**src/rtl/pwr_cmd_pkg.sv**
```systemverilog
package pwr_cmd_pkg;

  typedef enum logic [2:0] {
    ST_POR      = 3'd0,
    ST_IDLE     = 3'd1,
    ST_RUN      = 3'd2,
    ST_SLEEP    = 3'd3,
    ST_STBY     = 3'd4,
    ST_WAKE_DLY = 3'd5,
    ST_WAKE_OSC = 3'd6
  } pwr_state_e;

  typedef enum logic [1:0] {
    CK_NONE  = 2'd0,
    CK_SLEEP = 2'd1,
    CK_STBY  = 2'd2,
    CK_CONV  = 2'd3
  } cmd_kind_e;

endpackage

```
**src/rtl/pwr_cmd_decode.sv**
```systemverilog
module pwr_cmd_decode
  import pwr_cmd_pkg::*;
(
  input  logic       take_i,
  input  logic [7:0] byte_i,
  output cmd_kind_e  kind_o
);

  always_comb begin
    kind_o = CK_NONE;
    if (take_i) begin
      casez (byte_i)
        8'b1010_????: kind_o = CK_SLEEP;
        8'b1011_????: kind_o = CK_STBY;
        8'b1100_????: kind_o = CK_CONV;
        default:      kind_o = CK_NONE;
      endcase
    end
  end

endmodule

```
**src/rtl/pwr_cycle_timer.sv**
```systemverilog
module pwr_cycle_timer #(
  parameter int CNT_W = 9
) (
  input  logic             clk,
  input  logic             clear_i,
  input  logic [CNT_W-1:0] limit_i,
  output logic             expired_o
);

  localparam logic [CNT_W-1:0] CNT_MAX = '1;

  logic [CNT_W-1:0] count_q;

  always_ff @(posedge clk) begin
    if (clear_i)
      count_q <= '0;
    else if (count_q != CNT_MAX)
      count_q <= count_q + 1'b1;
  end

  assign expired_o = (count_q == limit_i - 1'b1);

  assert_clear_restarts_R12: assert property (@(posedge clk)
    clear_i |=> (count_q == '0));

endmodule

```
**src/rtl/pwr_enable_map.sv**
```systemverilog
module pwr_enable_map
  import pwr_cmd_pkg::*;
(
  input  pwr_state_e state_i,
  output logic       hold_o,
  output logic       analog_o,
  output logic       osc_o,
  output logic       filter_o,
  output logic       busy_o
);

  always_comb begin
    hold_o   = 1'b0;
    analog_o = 1'b1;
    osc_o    = 1'b1;
    filter_o = 1'b0;
    busy_o   = 1'b0;
    unique case (state_i)
      ST_POR:      begin hold_o = 1'b1; analog_o = 1'b0; end
      ST_IDLE:     ;
      ST_RUN:      filter_o = 1'b1;
      ST_SLEEP:    begin analog_o = 1'b0; osc_o = 1'b0; end
      ST_STBY:     analog_o = 1'b0;
      ST_WAKE_DLY: busy_o = 1'b1;
      ST_WAKE_OSC: busy_o = 1'b1;
      default:     begin hold_o = 1'b1; analog_o = 1'b0; end
    endcase
  end

endmodule

```
**src/rtl/pwr_cmd_ctrl.sv**
```systemverilog
module pwr_cmd_ctrl
  import pwr_cmd_pkg::*;
#(
  parameter int POR_CYCLES  = 490,
  parameter int WAKE_CYCLES = 98
) (
  input  logic       clk,
  input  logic       rst,
  input  logic       cmd_valid,
  output logic       cmd_ready,
  input  logic [7:0] cmd_byte,
  input  logic       xtal_sel,
  input  logic       osc_ready,
  output logic       por_hold,
  output logic       wake_busy,
  output logic       analog_en,
  output logic       osc_en,
  output logic       filter_en
);

  localparam int MAX_LIM = (POR_CYCLES > WAKE_CYCLES) ? POR_CYCLES : WAKE_CYCLES;
  localparam int CNT_W   = $clog2(MAX_LIM + 1);

  pwr_state_e state_q, state_n;
  cmd_kind_e  kind;
  logic       take;
  logic       tmr_clr, tmr_done;
  logic [CNT_W-1:0] tmr_limit;

  assign take = cmd_valid && cmd_ready;

  pwr_cmd_decode u_decode (
    .take_i (take),
    .byte_i (cmd_byte),
    .kind_o (kind)
  );

  assign tmr_limit = (state_q == ST_POR) ? CNT_W'(POR_CYCLES) : CNT_W'(WAKE_CYCLES);
  assign tmr_clr   = rst || (state_n != state_q);

  pwr_cycle_timer #(.CNT_W(CNT_W)) u_timer (
    .clk       (clk),
    .clear_i   (tmr_clr),
    .limit_i   (tmr_limit),
    .expired_o (tmr_done)
  );

  always_comb begin
    state_n = state_q;
    unique case (state_q)
      ST_POR: if (tmr_done) state_n = ST_IDLE;
      ST_IDLE, ST_RUN: begin
        if (kind == CK_SLEEP)                       state_n = ST_SLEEP;
        else if (kind == CK_STBY)                   state_n = ST_STBY;
        else if (kind == CK_CONV && state_q == ST_IDLE) state_n = ST_RUN;
      end
      ST_SLEEP: if (kind == CK_CONV) state_n = xtal_sel ? ST_WAKE_OSC : ST_WAKE_DLY;
      ST_STBY:  if (kind == CK_CONV) state_n = ST_WAKE_DLY;
      ST_WAKE_DLY: if (tmr_done)  state_n = ST_RUN;
      ST_WAKE_OSC: if (osc_ready) state_n = ST_RUN;
      default: state_n = ST_POR;
    endcase
  end

  always_ff @(posedge clk) begin
    if (rst) state_q <= ST_POR;
    else     state_q <= state_n;
  end

  pwr_enable_map u_map (
    .state_i  (state_q),
    .hold_o   (por_hold),
    .analog_o (analog_en),
    .osc_o    (osc_en),
    .filter_o (filter_en),
    .busy_o   (wake_busy)
  );

  assign cmd_ready = (state_q != ST_POR);

  assert_hold_quiet_R1: assert property (@(posedge clk) disable iff (rst)
    por_hold |-> (!cmd_ready && !analog_en && !filter_en && osc_en));

  assert_ready_outside_hold_R11: assert property (@(posedge clk) disable iff (rst)
    !por_hold |-> cmd_ready);

  assert_sleep_all_off_R4: assert property (@(posedge clk) disable iff (rst)
    ((state_q == ST_IDLE || state_q == ST_RUN) && take && cmd_byte[7:4] == 4'hA)
      |=> (!analog_en && !osc_en && !filter_en));

  assert_standby_osc_on_R5: assert property (@(posedge clk) disable iff (rst)
    ((state_q == ST_IDLE || state_q == ST_RUN) && take && cmd_byte[7:4] == 4'hB)
      |=> (!analog_en && osc_en && !filter_en));

  assert_lowpower_sticky_R6: assert property (@(posedge clk) disable iff (rst)
    ((state_q == ST_SLEEP || state_q == ST_STBY) && !(take && cmd_byte[7:4] == 4'hC))
      |=> $stable({analog_en, osc_en, filter_en, wake_busy}));

  assert_busy_blocks_filter_R7: assert property (@(posedge clk) disable iff (rst)
    wake_busy |-> !filter_en);

  assert_crystal_waits_R8: assert property (@(posedge clk) disable iff (rst)
    (state_q == ST_WAKE_OSC && !osc_ready) |=> wake_busy);

  assert_reset_holds_R12: assert property (@(posedge clk)
    rst |=> por_hold);

endmodule

```
**config.mk**
```make
export PLATFORM = sky130hd
export DESIGN_NAME = pwr_cmd_ctrl
export DESIGN_NICKNAME = d
export VERILOG_FILES = /design/src/rtl/pwr_cmd_pkg.sv /design/src/rtl/pwr_cmd_decode.sv /design/src/rtl/pwr_cycle_timer.sv /design/src/rtl/pwr_enable_map.sv /design/src/rtl/pwr_cmd_ctrl.sv
export SDC_FILE = /design/constraint.sdc
export NUM_CORES = 1
export LEC_CHECK = 0
export BUFFER_PORTS_ARGS = -buffer_cell sky130_fd_sc_hd__buf_4
export CAP_MARGIN = 5
export CORE_MARGIN = 10
export CORE_UTILIZATION = 55
export CTS_CLUSTER_SIZE = 30
export DETAILED_ROUTE_END_ITERATION = 16
export PLACE_DENSITY = 0.8
export SLEW_MARGIN = 15
export SYNTH_ARGS = -nofsm -noshare
export SYNTH_HDL_FRONTEND = slang
export SYNTH_SLANG_ARGS = --single-unit
export TNS_END_PERCENT = 50
```
**constraint.sdc**
```tcl
create_clock -name clk -period 5.4 [get_ports clk]
set_input_delay 0.81 -clock clk [delete_from_list [all_inputs] [get_ports clk]]
set_output_delay 0.81 -clock clk [all_outputs]
set_load 0.005 [all_outputs]
```
# [Word level (Yosys, flattened, before mapping)]
# Cells that the tools add are included.
[word_totals] regBits=12 elab_cells=46 out_inout_bits=6
[classes] n_eq_ne=15 reduce_logical=9 mux=18 add_sub_neg=2
[ops] op="two-way mux 3 bit" count=8
[ops] op="one-hot mux 3 bit (6 select lines)" count=1
[ops] op="== test 4 bit, second input constant" count=3
[ops] op="adder 9 x 1 -> 9 bit, second input constant" count=1
[ops] op="== test 3 bit, second input constant" count=3
[ops] op="== test 9 bit" count=1
[ops] op="two-way mux 9 bit" count=1
[ops] op="inequality test 9 bit, second input constant" count=1
[ops] op="subtractor 9 x 1 -> 9 bit, second input constant" count=1
[ops] op="== test 3 x 2 -> 1 bit, second input constant" count=2
[ops] op="one-hot mux 2 bit (3 select lines)" count=1
[ops] op="OR reduction 6 bit" count=1
[ops] op="two-way mux 1 bit" count=5
[ops] op="== test 2 bit, second input constant" count=2
[ops] op="two-way mux 2 bit" count=2
[ops] op="OR reduction 2 bit" count=2
[ops] op="OR reduction 4 bit" count=1
[ops] op="== test 3 x 1 -> 1 bit, second input constant" count=1
[ops] op="zero test 3 bit" count=1
[ops] op="inequality test 3 bit" count=1
[ops] op="nonzero test 3 bit" count=1
[ops] op="== test 2 x 1 -> 1 bit, second input constant" count=1
[ops] op="logical AND 1 bit" count=2
[ops] op="logical OR 1 bit" count=1

# [Logic depth before layout (Yosys ltp)]
[logic_depth] depth_word=11 depth_mapped=8 depth_no_buf=8

# [By module]
# From an unflattened synthesis, not the netlist that was laid out.
[unflattened] cells_unflattened=137 area_unflattened_um2=1077.3
[modules_own_cells] module="pwr_cycle_timer" cells_per_inst=73 area_per_inst_um2=653.1 n_inst=1
[modules_own_cells] module="pwr_cmd_ctrl" cells_per_inst=51 area_per_inst_um2=340.3 n_inst=1
[modules_own_cells] module="pwr_enable_map" cells_per_inst=7 area_per_inst_um2=45.0 n_inst=1
[modules_own_cells] module="pwr_cmd_decode" cells_per_inst=6 area_per_inst_um2=38.8 n_inst=1

# [Worst setup path after synthesis]
# OpenSTA, ideal clock, no wires.
[synth_timing] path_type="in2reg" from="in cmd_byte[5]" to="reg u_timer.count_q[1]" cell_stages=5 path_buffers=0 required_ns=5.300 setup_ns=0.100 slack_ns=3.258 arrival_ns=2.042 cell_sequence="or3b_4 > or2_4 > a31oi_4 > nand2_4 > a2111oi_4"
[synth_between] elab_chain_len=11 elab_cells_between_ends=17 cone_classes="7 x eq/ne; 8 x mux; 2 x reduce/logical"
[synth_lines] element="from (decl)" line_no="pwr_cmd_ctrl.sv:11" text="input logic [7:0] cmd_byte,"
[synth_lines] element="== test 4 bit" line_no="pwr_cmd_decode.sv:12" text="casez (byte_i)"
[synth_lines] element="one-hot mux 2 bit (3 select lines) (*)" line_no="pwr_cmd_decode.sv:12"
[synth_lines] element="two-way mux 2 bit (*)" line_no="pwr_cmd_decode.sv:11" text="if (take_i) begin"
[synth_lines] element="== test 2 bit" line_no="pwr_cmd_ctrl.sv:55, pwr_cmd_ctrl.sv:57, pwr_cmd_ctrl.sv:58"
[synth_lines] element="logical AND 1 bit" line_no="pwr_cmd_ctrl.sv:55" text="else if (kind == CK_CONV && state_q == ST_IDLE) state_n = ST_RUN;"
[synth_lines] element="two-way mux 3 bit" line_no="pwr_cmd_ctrl.sv:55"
[synth_lines] element="two-way mux 3 bit" line_no="pwr_cmd_ctrl.sv:54" text="else if (kind == CK_STBY) state_n = ST_STBY;"
[synth_lines] element="two-way mux 3 bit" line_no="pwr_cmd_ctrl.sv:53" text="if (kind == CK_SLEEP) state_n = ST_SLEEP;"
[synth_lines] element="one-hot mux 3 bit (6 select lines) (*)" line_no="pwr_cmd_ctrl.sv:50" text="unique case (state_q)"
[synth_lines] element="inequality test 3 bit (*)" line_no="pwr_cmd_ctrl.sv:39" text="assign tmr_clr = rst || (state_n != state_q);"
[synth_lines] element="logical OR 1 bit (*)" line_no="pwr_cmd_ctrl.sv:39"
[synth_lines] element="to (signal assigned)" line_no="pwr_cycle_timer.sv:18" text="count_q <= count_q + 1'b1;"
[synth_lines] element="to (decl)" line_no="pwr_cycle_timer.sv:12" text="logic [CNT_W-1:0] count_q;"
# Every way passes the cells marked *; elsewhere a longest branch is shown, timed or not.
# A chain may end at the register's enable or synchronous reset.

# [Worst setup path in the final report]
[layout_timing] from="reg state_q[2]" to="out por_hold"
[layout_between] elab_chain_len=3 elab_cells_between_ends=8 cone_classes="6 x eq/ne; 1 x mux; 1 x reduce/logical"
[layout_lines] element="from (decl)" line_no="pwr_cmd_ctrl.sv:24" text="pwr_state_e state_q, state_n;"
[layout_lines] element="from (signal assigned)" line_no="pwr_cmd_ctrl.sv:67" text="else state_q <= state_n;"
[layout_lines] element="== test 3 x 1 -> 1 bit (tied with other cells)" line_no="pwr_enable_map.sv:18" text="unique case (state_i)"
[layout_lines] element="OR reduction 6 bit (no line) (*)"
[layout_lines] element="two-way mux 1 bit (*)" line_no="pwr_enable_map.sv:18"
[layout_lines] element="to (decl)" line_no="pwr_cmd_ctrl.sv:14" text="output logic por_hold,"
# Marks and branches as above.

==> impl_metrics.csv <==
group,metric,value,unit
place,gp_congestion,0.8903,
logic_synthesis,synth_seq_area_share,26.41,%
power_and_ir_drop,p_per_area,182.2,nW/µm²
logic_synthesis,syn_inst,112,
worst_setup_path,crit_chain,"or3_2 > o21ai_0 > buf_4",
place,dp_hpwl,1664,µm
place,dp_slack,3.019,ns
layout,fillCellCount,140,
route,finalWirelength,2146,µm
sta,report.final.slew_viol_count,0,
route,drc,0,
clock_tree,htreeDepth,1,
route,avgViaCountPerCell,6.028,
sta,fin_setup_tns,0,ns
worst_setup_path,r2r-start,"state_q[2]$_SDFF_PP0_",
clock_tree,clockBufferDepth,2,
sta,setup_viol,0,
layout,final_nets,142,
sta,layout_setup_ws,3.086,ns
global_routing,grt_antenna_before_repair,0,
clock_tree,cts_resized,0,
power_and_ir_drop,swShare,24.75,%
logic_synthesis,syn_avg_cell_area,8.122,µm²
power_and_ir_drop,switchingPower,0.00004670,W
global_routing,overflow,0,
sta,fin_crit_sh,42.85,%
floorplan,placement_rows,14,
route,post_drt_wl_per_cell,15.22,µm
logic_synthesis,syn_nets,128,
worst_hold_path,hp-class,"flop to flop",
floorplan,die_y,60.67,µm
worst_setup_path,critical_path_class,"flop to primary output",
worst_setup_path,cp.required,4.59,ns
global_routing,grt_pass1_vias,848,
route,vias,850,
route,met3WireLength,97,µm
layout,final_common_cell,"nor2_1",
clock_tree,cts_root_buffer,"clkbuf_4",
worst_setup_path,slowest_stage,"or3_2",
worst_setup_path,worstSetupStartpointType,"flop",
power_and_ir_drop,combinationalPowerShare,11.4,%
layout,layout_common_cells,"nor2_1, buf_4, dfxtp_1, nor3_1, nand2_1",
layout,syn2layout_area_growth,13.89,%
power_and_ir_drop,p_seq_share,49.3,%
worst_setup_path,cp_top_family,"simple AND/OR/NAND/NOR gates",
logic_synthesis,ys_seq_elements,12,
place,portBuffers,14,
worst_setup_path,startpoint,"state_q[2]$_SDFF_PP0_",
worst_setup_path,cp-endpoint,"por_hold",
outcome,status,"finished, final reports clean",
clock_tree,hold_buffers,0,
logic_synthesis,synth_edf_count,0,
worst_setup_path,r2r_cells,5,
sta,worst_slew_pin_slew,0.6145,ns
global_routing,grtUsageTotal,12.96,%
worst_setup_path,end_kind,"primary output",
floorplan,die_w,60.67,µm
logic_synthesis,synthFlopType,"dfxtp_1",
logic_synthesis,synthArstFlopShare,0,%
global_routing,grt_max_degree,12,
logic_synthesis,yosysTopAreaCell,"dfxtp_1",
layout,diodes,0,
sta,fmax,432.2,MHz
power_and_ir_drop,power_frac_clock,39.3,%
worst_setup_path,r2r_end,"u_timer.count_q[1]$_SDFFE_PP0P_",
worst_setup_path,crit_buf_inv,1,
worst_setup_path,arrival,1.50,ns
worst_setup_path,cp.depth,3,
sta,fin_crit,2.314,ns
logic_synthesis,yosys_warnings,0,
power_and_ir_drop,internal_power,0.0001420,W
floorplan,io-pin-count,19,
power_and_ir_drop,peakVddDrop,0.1638,mV
route,ant_nets,0,
clock_tree,clock_latency,0.28,ns
floorplan,initial_core_util,59.01,%
floorplan,die_area,3680,µm²
logic_synthesis,synth_top_area_share,26.41,%
flow_run,maxCapViolations,0,
route,wl_met2,994,µm
sta,hold_viol,0,
floorplan,core_area,1541,µm²
clock_tree,clock_sink_count,12,
clock_tree,postCtsSetupBuffers,0,
clock_tree,cts_tree,"done",
sta,grt_setup_unrepaired,"false",
layout,drive_above_1_share,20.80,%
worst_setup_path,max_stage_delay,0.57,ns
logic_synthesis,synth_cell_types,38,
route,wl_met1,1031,µm
logic_synthesis,syn_area,909.6,µm²
worst_setup_path,ff2ff_setup_slack,3.21,ns
route,drtPass1Iterations,4,
clock_tree,numCtsBuffers,3,
route,top_layer_used,"met4",
clock_tree,clkSlewWorstSetupHoldPaths,0.08,ns
sta,slew_headroom,58.66,%
route,dr.first_iter.drc_count,12,
global_routing,grt_pass1_wl,3767,µm
logic_synthesis,synth.area.top_cells,"dfxtp_1, nor2_1, nor3_1",
power_and_ir_drop,leakage,0.3728,nW
worst_setup_path,path_max_fanout,8,
sta,fin_skew,0.001086,ns
worst min-delay path by stage:
stage	startpoint	end	slack, ns	depth (start not counted)
floorplan	u_timer.count_q[1]$_SDFFE_PP0P_	u_timer.count_q[1]$_SDFFE_PP0P_	0.53	2
CTS	u_timer.count_q[1]$_SDFFE_PP0P_	u_timer.count_q[1]$_SDFFE_PP0P_	0.57	2
global placement	u_timer.count_q[1]$_SDFFE_PP0P_	u_timer.count_q[1]$_SDFFE_PP0P_	0.54	2
detailed placement	u_timer.count_q[1]$_SDFFE_PP0P_	u_timer.count_q[1]$_SDFFE_PP0P_	0.56	2
global route	u_timer.count_q[1]$_SDFFE_PP0P_	u_timer.count_q[1]$_SDFFE_PP0P_	0.60	2
finish	u_timer.count_q[1]$_SDFFE_PP0P_	u_timer.count_q[1]$_SDFFE_PP0P_	0.57	2
state kept, by name (all words and copies together), names as in the netlist:
| register | flops |
|---|---|
| u_timer.count_q | 9 |
| state_q | 3 |
through the flow:
step,total power (W),std cells,utilization (%),instance area (µm²),hold slack (ns)
floorplan,0.0001073,112,-,909.6,0.5290
global placement,0.0001153,137,64.85,999.7,0.5367
detailed placement,0.0001165,137,64.85,999.7,0.5576
CTS,0.0001888,141,67.21,1036,0.5681
global route,0.0001963,141,67.21,1036,0.5952
finish,0.0001887,141,67.21,1036,0.5658
power groups by stage:
stage	combinational, W	sequential, W	clock [W]
after floorplan	0.0000135	0.0000938	0
after global placement	0.0000205	0.0000948	0
after detailed placement	0.0000214	0.0000950	0
after CTS	0.0000215	0.0000929	0.0000744
after global routing	0.0000236	0.0000934	0.0000794
final	0.0000216	0.0000930	0.0000742
Yosys cell counts, types with 4 or more instances:
cell,n
nor2_1,17
dfxtp_1,12
nand2_1,9
nor3_1,10
nor2b_1,4
xnor2_1,5
nor4_1,4
per-layer routing:
metal	vias to the layer above	global-route usage, %
met4	0	5.643
met1	404	16.35
met5	-	0
met2	12	19.80
met3	4	3.967
li1	430	-
kinds of logic after synthesis:
| kind of cell | after synthesis | synth area share [%] |
|---|---|---|
| and+or+nand+nor | 62 | 36.32 |
| AOI/OAI and AO/OA | 18 | 18.57 |
| DFF | 12 | 26.41 |
| xor gates and xnor gates | 8 | 7.703 |
| buffers and inverters | 7 | 4.676 |
| adders and majority gates | 3 | 4.127 |
| muxes | 2 | 2.201 |
worst reg2reg max path: stages, from the launching register on:
cell and delay (ns):
dfxtp_1 0.41, or3_2 0.57, mux2i_1 0.16, a221oi_1 0.43, o31ai_4 0.24, a2111oi_4 0.30
area by class of cell:
class	count	area, µm²	area share, %
Timing Repair Buffer	14	105.1	10.14
Multi-Input combinational cell	93	626.9	60.51
Inverter	2	7.507	0.7246
Tap cell	16	20.02	1.932
Clock buffer	4	36.28	3.502
Sequential cell	12	240.2	23.19
Power figures use the tool's default switching activity.
